**src/rtl/rsup_pkg.sv**
```systemverilog
package rsup_pkg;

   typedef enum logic [1:0] {
      WD_LONG  = 2'b00,
      WD_MID   = 2'b01,
      WD_SHORT = 2'b10,
      WD_OFF   = 2'b11
   } wd_code_e;

   localparam int CAUSE_W   = 8;
   localparam int N_FLAGS   = 5;
   localparam logic [3:0] CAUSE_PRE  = 4'b1011;
   localparam logic [7:0] CAUSE_ADDR = 8'hFF;

   // flag order inside the set vector, highest index lands on bit 7
   localparam int FI_LV1 = 4;
   localparam int FI_LV2 = 3;
   localparam int FI_LV3 = 2;
   localparam int FI_WDF = 1;
   localparam int FI_MRF = 0;

   function automatic int imax(input int a, input int b);
      return (a > b) ? a : b;
   endfunction

endpackage

```
**src/rtl/rsup_tick.sv**
```systemverilog
module rsup_tick #(
   parameter int TICK_DIV = 4
) (
   input  logic clk,
   input  logic rst_n,
   output logic tick
);
   if (TICK_DIV < 1) begin : g_bad_div
      $error("rsup_tick: TICK_DIV must be at least 1");
   end

   if (TICK_DIV == 1) begin : g_every
      assign tick = 1'b1;
   end else begin : g_div
      localparam int PW = $clog2(TICK_DIV);
      localparam logic [PW-1:0] LAST = PW'(TICK_DIV - 1);
      logic [PW-1:0] pcnt;

      always_ff @(posedge clk or negedge rst_n) begin
         if (!rst_n)            pcnt <= '0;
         else if (pcnt == LAST) pcnt <= '0;
         else                   pcnt <= pcnt + 1'b1;
      end

      assign tick = (pcnt == LAST);
   end
endmodule

```
**src/rtl/rsup_stretch.sv**
```systemverilog
module rsup_stretch #(
   parameter int DLY_0 = 5,
   parameter int DLY_1 = 20,
   parameter int DLY_2 = 40,
   parameter int DLY_3 = 80
) (
   input  logic       clk,
   input  logic       rst_n,
   input  logic       tick,
   input  logic       src,
   input  logic [1:0] pup_sel,
   output logic       active
);
   localparam int DMAX = rsup_pkg::imax(rsup_pkg::imax(DLY_0, DLY_1),
                                        rsup_pkg::imax(DLY_2, DLY_3));
   localparam int DW = $clog2(DMAX + 1);

   if (DLY_0 < 1 || DLY_1 < 1 || DLY_2 < 1 || DLY_3 < 1) begin : g_bad_dly
      $error("rsup_stretch: every delay needs at least one tick");
   end

   logic [DW-1:0] cnt;
   logic [DW-1:0] load_val;
   logic          por_pend;

   always_comb begin
      unique case (pup_sel)
         2'b00:   load_val = DW'(DLY_0);
         2'b01:   load_val = DW'(DLY_1);
         2'b10:   load_val = DW'(DLY_2);
         default: load_val = DW'(DLY_3);
      endcase
   end

   // counter leaves reset non-zero, first live cycle loads the chosen delay
   always_ff @(posedge clk or negedge rst_n) begin
      if (!rst_n) begin
         cnt      <= DW'(1);
         por_pend <= 1'b1;
      end else begin
         por_pend <= 1'b0;
         if (src || por_pend)
            cnt <= load_val;
         else if (tick && cnt != '0)
            cnt <= cnt - 1'b1;
      end
   end

   assign active = (cnt != '0);

   assert_src_holds_R3: assert property (@(posedge clk) disable iff (!rst_n)
      src |=> active);

   assert_release_after_quiet_R3: assert property (@(posedge clk) disable iff (!rst_n)
      $fell(active) |-> !$past(src));
endmodule

```
**src/rtl/rsup_watchdog.sv**
```systemverilog
module rsup_watchdog
   import rsup_pkg::*;
#(
   parameter int WDP_0 = 60,
   parameter int WDP_1 = 10,
   parameter int WDP_2 = 3
) (
   input  logic       clk,
   input  logic       rst_n,
   input  logic       tick,
   input  logic       kick,
   input  logic       hold,
   input  logic [1:0] wd_sel,
   output logic       expire
);
   localparam int PMAX = imax(imax(WDP_0, WDP_1), WDP_2);
   localparam int PW   = $clog2(PMAX + 1);

   if (WDP_0 < 1 || WDP_1 < 1 || WDP_2 < 1) begin : g_bad_per
      $error("rsup_watchdog: every period needs at least one tick");
   end

   wd_code_e      code, code_q;
   logic [PW-1:0] cnt;
   logic [PW-1:0] period;
   logic          reload;

   assign code = wd_code_e'(wd_sel);

   always_comb begin
      unique case (code)
         WD_LONG:  period = PW'(WDP_0);
         WD_MID:   period = PW'(WDP_1);
         WD_SHORT: period = PW'(WDP_2);
         default:  period = PW'(WDP_0);
      endcase
   end

   // kick, held reset or a new period code restart the count; R6: off code parks it
   assign reload = kick || hold || (code != code_q) || (code == WD_OFF);

   always_ff @(posedge clk or negedge rst_n) begin
      if (!rst_n) begin
         cnt    <= PW'(WDP_0);
         code_q <= WD_OFF;
         expire <= 1'b0;
      end else begin
         code_q <= code;
         if (reload) begin
            cnt    <= period;
            expire <= 1'b0;
         end else if (tick) begin
            if (cnt <= PW'(1)) begin
               cnt    <= period;
               expire <= 1'b1;
            end else begin
               cnt    <= cnt - 1'b1;
               expire <= 1'b0;
            end
         end else begin
            expire <= 1'b0;
         end
      end
   end

   assert_kick_blocks_expiry_R5: assert property (@(posedge clk) disable iff (!rst_n)
      kick |=> !expire);

   assert_off_never_fires_R6: assert property (@(posedge clk) disable iff (!rst_n)
      (wd_sel == 2'b11) |=> !expire);
endmodule

```
**src/rtl/rsup_cause.sv**
```systemverilog
module rsup_cause #(
   parameter int REG_W = 8,
   parameter int NFLAG = 5
) (
   input  logic             clk,
   input  logic             rst_n,
   input  logic [NFLAG-1:0] set,
   input  logic             wr_hit,
   input  logic [REG_W-1:0] wdata,
   output logic [REG_W-1:0] status
);
   localparam int ZB = REG_W - NFLAG;

   if (NFLAG < 1 || NFLAG >= REG_W) begin : g_bad_width
      $error("rsup_cause: flags must fit below the register width with one zero bit");
   end

   logic [NFLAG-1:0] flags;

   // a write replaces the flags, then any live source is ORed on top
   always_ff @(posedge clk or negedge rst_n) begin
      if (!rst_n)      flags <= '0;
      else if (wr_hit) flags <= wdata[REG_W-1:ZB] | set;
      else             flags <= flags | set;
   end

   assign status = {flags, {ZB{1'b0}}};

   for (genvar i = 0; i < NFLAG; i++) begin : g_chk
      assert_set_wins_R9: assert property (@(posedge clk) disable iff (!rst_n)
         set[i] |=> status[ZB+i]);

      assert_flag_rise_has_cause_R8: assert property (@(posedge clk) disable iff (!rst_n)
         $rose(status[ZB+i]) |-> $past(set[i] || wr_hit));
   end
endmodule

```
**src/rtl/rst_supervisor.sv**
```systemverilog
module rst_supervisor
   import rsup_pkg::*;
#(
   parameter int TICK_DIV = 4,
   parameter int DLY_0    = 5,
   parameter int DLY_1    = 20,
   parameter int DLY_2    = 40,
   parameter int DLY_3    = 80,
   parameter int WDP_0    = 60,
   parameter int WDP_1    = 10,
   parameter int WDP_2    = 3
) (
   input  logic       clk,
   input  logic       pwr_good,
   input  logic [2:0] lv_fault,
   input  logic       man_rst,
   input  logic       wd_kick,
   input  logic [1:0] pup_sel,
   input  logic [1:0] wd_sel,
   input  logic       host_wr,
   input  logic [3:0] host_pre,
   input  logic [7:0] host_addr,
   input  logic [7:0] host_wdata,
   output logic       rst_hi,
   output logic       rst_lo,
   output logic [7:0] cause
);
   logic                rst_n;
   logic                tick;
   logic                wd_exp;
   logic                src;
   logic                active;
   logic                wr_hit;
   logic [N_FLAGS-1:0]  set_vec;

   assign rst_n = pwr_good;   // supply loss clears every register

   rsup_tick #(.TICK_DIV(TICK_DIV)) u_tick (
      .clk   (clk),
      .rst_n (rst_n),
      .tick  (tick)
   );

   assign src = (|lv_fault) | man_rst | wd_exp;

   rsup_stretch #(
      .DLY_0(DLY_0), .DLY_1(DLY_1), .DLY_2(DLY_2), .DLY_3(DLY_3)
   ) u_stretch (
      .clk     (clk),
      .rst_n   (rst_n),
      .tick    (tick),
      .src     (src),
      .pup_sel (pup_sel),
      .active  (active)
   );

   rsup_watchdog #(
      .WDP_0(WDP_0), .WDP_1(WDP_1), .WDP_2(WDP_2)
   ) u_wdog (
      .clk    (clk),
      .rst_n  (rst_n),
      .tick   (tick),
      .kick   (wd_kick),
      .hold   (active),
      .wd_sel (wd_sel),
      .expire (wd_exp)
   );

   // flag placement in the cause byte
   always_comb begin
      set_vec         = '0;
      set_vec[FI_LV1] = lv_fault[0];
      set_vec[FI_LV2] = lv_fault[1];
      set_vec[FI_LV3] = lv_fault[2];
      set_vec[FI_WDF] = wd_exp;
      set_vec[FI_MRF] = man_rst;
   end

   assign wr_hit = host_wr && (host_pre == CAUSE_PRE) && (host_addr == CAUSE_ADDR);

   rsup_cause #(.REG_W(CAUSE_W), .NFLAG(N_FLAGS)) u_cause (
      .clk    (clk),
      .rst_n  (rst_n),
      .set    (set_vec),
      .wr_hit (wr_hit),
      .wdata  (host_wdata),
      .status (cause)
   );

   assign rst_hi = active;
   assign rst_lo = ~active;

   assert_wdog_raises_reset_R5: assert property (@(posedge clk) disable iff (!rst_n)
      wd_exp |=> (rst_hi && cause[4]));
endmodule

```
**config.mk**
```make
export PLATFORM = sky130hd
export DESIGN_NAME = rst_supervisor
export DESIGN_NICKNAME = d
export VERILOG_FILES = /design/src/rtl/rsup_pkg.sv /design/src/rtl/rsup_tick.sv /design/src/rtl/rsup_stretch.sv /design/src/rtl/rsup_watchdog.sv /design/src/rtl/rsup_cause.sv /design/src/rtl/rst_supervisor.sv
export SDC_FILE = /design/constraint.sdc
export NUM_CORES = 1
export LEC_CHECK = 0
export ABC_AREA = 0
export BUFFER_PORTS_ARGS = -buffer_cell sky130_fd_sc_hd__clkbuf_2
export CAP_MARGIN = 10
export CORE_MARGIN = 2
export CORE_UTILIZATION = 45
export DETAILED_ROUTE_END_ITERATION = 10
export PLACE_DENSITY_LB_ADDON = 0.08
export SLEW_MARGIN = 30
export SYNTH_ARGS = -nofsm -noshare
export SYNTH_HDL_FRONTEND = slang
export SYNTH_HIERARCHICAL = 1
export SYNTH_SLANG_ARGS = --single-unit
```
**constraint.sdc**
```tcl
create_clock -name clk -period 2.6 [get_ports clk]
set_input_delay 0.13 -clock clk [delete_from_list [all_inputs] [get_ports clk]]
set_output_delay 0.13 -clock clk [all_outputs]
set_load 0.01 [all_outputs]
```
==> flow_summary.json <==
{
  "status": "complete, no violations",
  "r2r-end": "u_wdog/cnt[5]",
  "holdWs_ns": 0.0173,
  "fmax_mhz": 431,
  "ant_nets": 0,
  "fin_cells": 228,
  "grt-busiest-layer": "met2",
  "internal_power_uw": 510,
  "finClkSkew_ns": 0.00121,
  "slew-limit-headroom_pct": 59.8,
  "setup_tns_ns": 0,
  "gr-total-overflow": 0,
  "num_vias": 1236,
  "clk_pin_slew_ns": 0.13,
  "p_leak_uw": 0.000737,
  "syn_area_per_cell_um2": 10.1,
  "grt_pass1_vias": 1250,
  "crit_fanout": 8,
  "antenna_cells": 0,
  "clock_path_buffers": 2,
  "numCtsBuffers": 3,
  "dp_cells": 219,
  "nets": 225,
  "htree_levels": 1,
  "track_usage_pct": 18.7,
  "fin_ws_ns": 0.281,
  "synthDistinctLibCells": 49,
  "timing.final.crit_share_pct": 89.2,
  "hpwl_mm": 2.27,
  "use_met2_pct": 33.4,
  "crit_required_ns": 2.86,
  "yosysTopAreaCell": "dfrtp_1",
  "maxCapViolations": 0,
  "die_width_um": 60.4,
  "min_period_ns": 2.32,
  "ff_latch_area_um2": 611,
  "syn-cell-area_mm2": 0.00143,
  "fill_cells": 287,
  "crit_arrival_ns": 2.57,
  "synth_top_flop_cell": "dfrtp_1",
  "layout-drive-gt1-share_pct": 32.6,
  "synth_edf_count": 0,
  "clockRootBuffer": "clkbuf_4",
  "cts_resized": 0,
  "pre_cts_slack_ns": 0.297,
  "grt_max_degree": 25,
  "synth_top_area_share_pct": 28.0,
  "rrSetupSlack_ns": 0.28,
  "vdd_drop_max_mv": 0.241,
  "worstHoldStart": "lv_fault[0]",
  "die-area_mm2": 0.00365,
  "multiInputGateArea_um2": 748,
  "synthCells": 142,
  "cts_setup_buffers": 0,
  "rows": 20,
  "min_to": "u_cause/flags[4]",
  "hp-class": "primary input to flop",
  "synth_seq_area_share_pct": 42.7,
  "power_frac_comb_pct": 15.1,
  "antenna_found_initial": 0,
  "p_clk_share_pct": 24.8,
  "ys_seq_elements": 24,
  "wl_per_cell_um": 13.4,
  "tightest_slew_ns": 0.603,
  "slew_viol_final": 0,
  "whs_path_depth": 2,
  "drtIter0Drc": 51,
  "r2r_cells": 9,
  "clock_sinks": 24,
  "io_buffer_count": 35,
  "end_kind": "flop",
  "synth_warnings": 6,
  "power_density_mw_per_mm2": 406,
  "ios": 42,
  "ys_async_sr_fraction_pct": 100,
  "drt_pass1_iterations": 5,
  "crit_type": "flop to flop",
  "switching_share_pct": 26.8,
  "area_growth_pct": 20.1,
  "yosys-top-cells-count": "dfrtp_1 (16), nor2_1 (11), dfstp_2 (8), ha_1 (8), inv_1 (8)",
  "met1_usage_pct": 22.9,
  "initial_utilization_pct": 47.2,
  "coreArea_mm2": 0.00303,
  "clk_latency_ns": 0.31,
  "p_sw_uw": 187,
  "grt_use_met3_pct": 2.56,
  "crit_path_start_kind": "flop",
  "power.total_uw": 697,
  "cts_tree": "built",
  "rsz0062_at_grt": "false",
  "totalWireLength_mm": 3.05,
  "yosysMostFrequentCell": "dfrtp_1",
  "synth.top_cells.by_area": "dfrtp_1 (28%), dfstp_2 (15%), ha_1 (7.0%)",
  "grt_pass1_wl_mm": 5.12,
  "seqPwrFrac_pct": 60.0,
  "fp.dieH_um": 60.4,
  "hold_viol": 0,
  "worstReg2RegStart": "u_stretch/cnt[0]",
  "drc": 0,
  "gp_congestion": 0.787,
  "setup_viol": 0,
  "viasPerCell": 5.42
}
==> power by group through the flow <==
stage / Combinational [uW] / Sequential [uW] / Clock [uW]
after detailed placement: 101 / 425 / 0
after global routing: 118 / 422 / 200
after global placement: 97.6 / 424 / 0
after floorplan: 58.8 / 419 / 0
final: 106 / 418 / 173
after CTS: 105 / 418 / 185
==> placed cells by master (no fill, tap or decap), types with 2 or more instances in the layout <==
master	count
nand4b_1	2
nor2_1	11
clkbuf_2	35
nor3_1	3
dlygate4sd3_1	5
o2bb2ai_1	2
or4_1	2
a211o_1	5
ha_1	8
or3_1	2
nand2_1	6
buf_4	3
o211ai_1	4
nor2b_2	5
nor4_2	2
inv_1	8
nand3_1	6
nand3b_1	2
dfrtp_1	16
dfstp_2	8
xnor2_1	2
nor4b_1	3
a21oi_1	7
a211oi_1	2
conb_1	4
o21ai_0	3
nor4_1	2
clkbuf_4	3
==> worst max-delay path by stage <==
stage,slack (ns),depth (start not counted),from,end
4_1_cts,0.26,9,u_stretch/cnt[0],u_wdog/cnt[5]
5_1_grt,0.08,10,u_stretch/cnt[0],u_wdog/cnt[1]
3_5_place_dp,0.30,9,u_stretch/cnt[0],u_wdog/cnt[5]
2_1_floorplan,0.40,9,u_stretch/cnt[0],u_wdog/cnt[5]
6_report,0.28,9,u_stretch/cnt[0],u_wdog/cnt[5]
3_3_place_gp,0.36,9,u_stretch/cnt[0],u_wdog/cnt[5]
==> flip-flops by register name, indices dropped and copies added (netlist names) <==
register,cells
u_wdog/code_q,2
u_stretch/por_pend,1
u_wdog/cnt,6
u_stretch/cnt,7
u_wdog/expire,1
u_tick/g_div.pcnt,2
u_cause/flags,5
==> routing by layer <==
metal | routed length (um) | share of wire (%)
met5 | 0 | 0
met4 | 21 | 0.69
met3 | 121 | 4.0
met2 | 1590 | 52
met1 | 1330 | 43
==> critical path, cell delays in order (launching register included) <==
cell	delay, ns
dfstp_2	0.41
inv_1	0.11
ha_1	0.17
or3b_2	0.46
nor2_1	0.14
inv_1	0.12
nor3_1	0.20
nand3_1	0.13
buf_4	0.19
o32a_1	0.34
==> timing repair <==
item,CTS,global route
endpoints found under the hold margin,18,1
hold buffers,3,2
setup endpoints to repair,0,0
==> through the flow <==
stage          util (%)  cell area, um^2
2_1_floorplan         -             1440
3_3_place_gp       54.2             1640
3_5_place_dp       54.2             1640
4_1_cts            56.1             1700
5_1_grt            56.7             1720
6_report           56.7             1720
==> cell families after synthesis <==
| logic type | synth area share (%) |
|---|---|
| simple gates | 23.5 |
| compound gates | 19.5 |
| flops | 42.7 |
| buf+inv | 5.51 |
| fa+ha+maj | 7.00 |
| xor+xnor | 1.23 |
| other cells | 0.525 |
==> area by class of cell <==
| cell class | count | area share (%) |
|---|---|---|
| flip-flops and latches | 24 | 35.5 |
| clock buffers | 4 | 1.53 |
| multi-input cells | 105 | 43.6 |
| repair buffers | 43 | 14.4 |
| well taps | 44 | 3.20 |
| inverters | 8 | 1.75 |
Power figures use the tool's default switching activity.
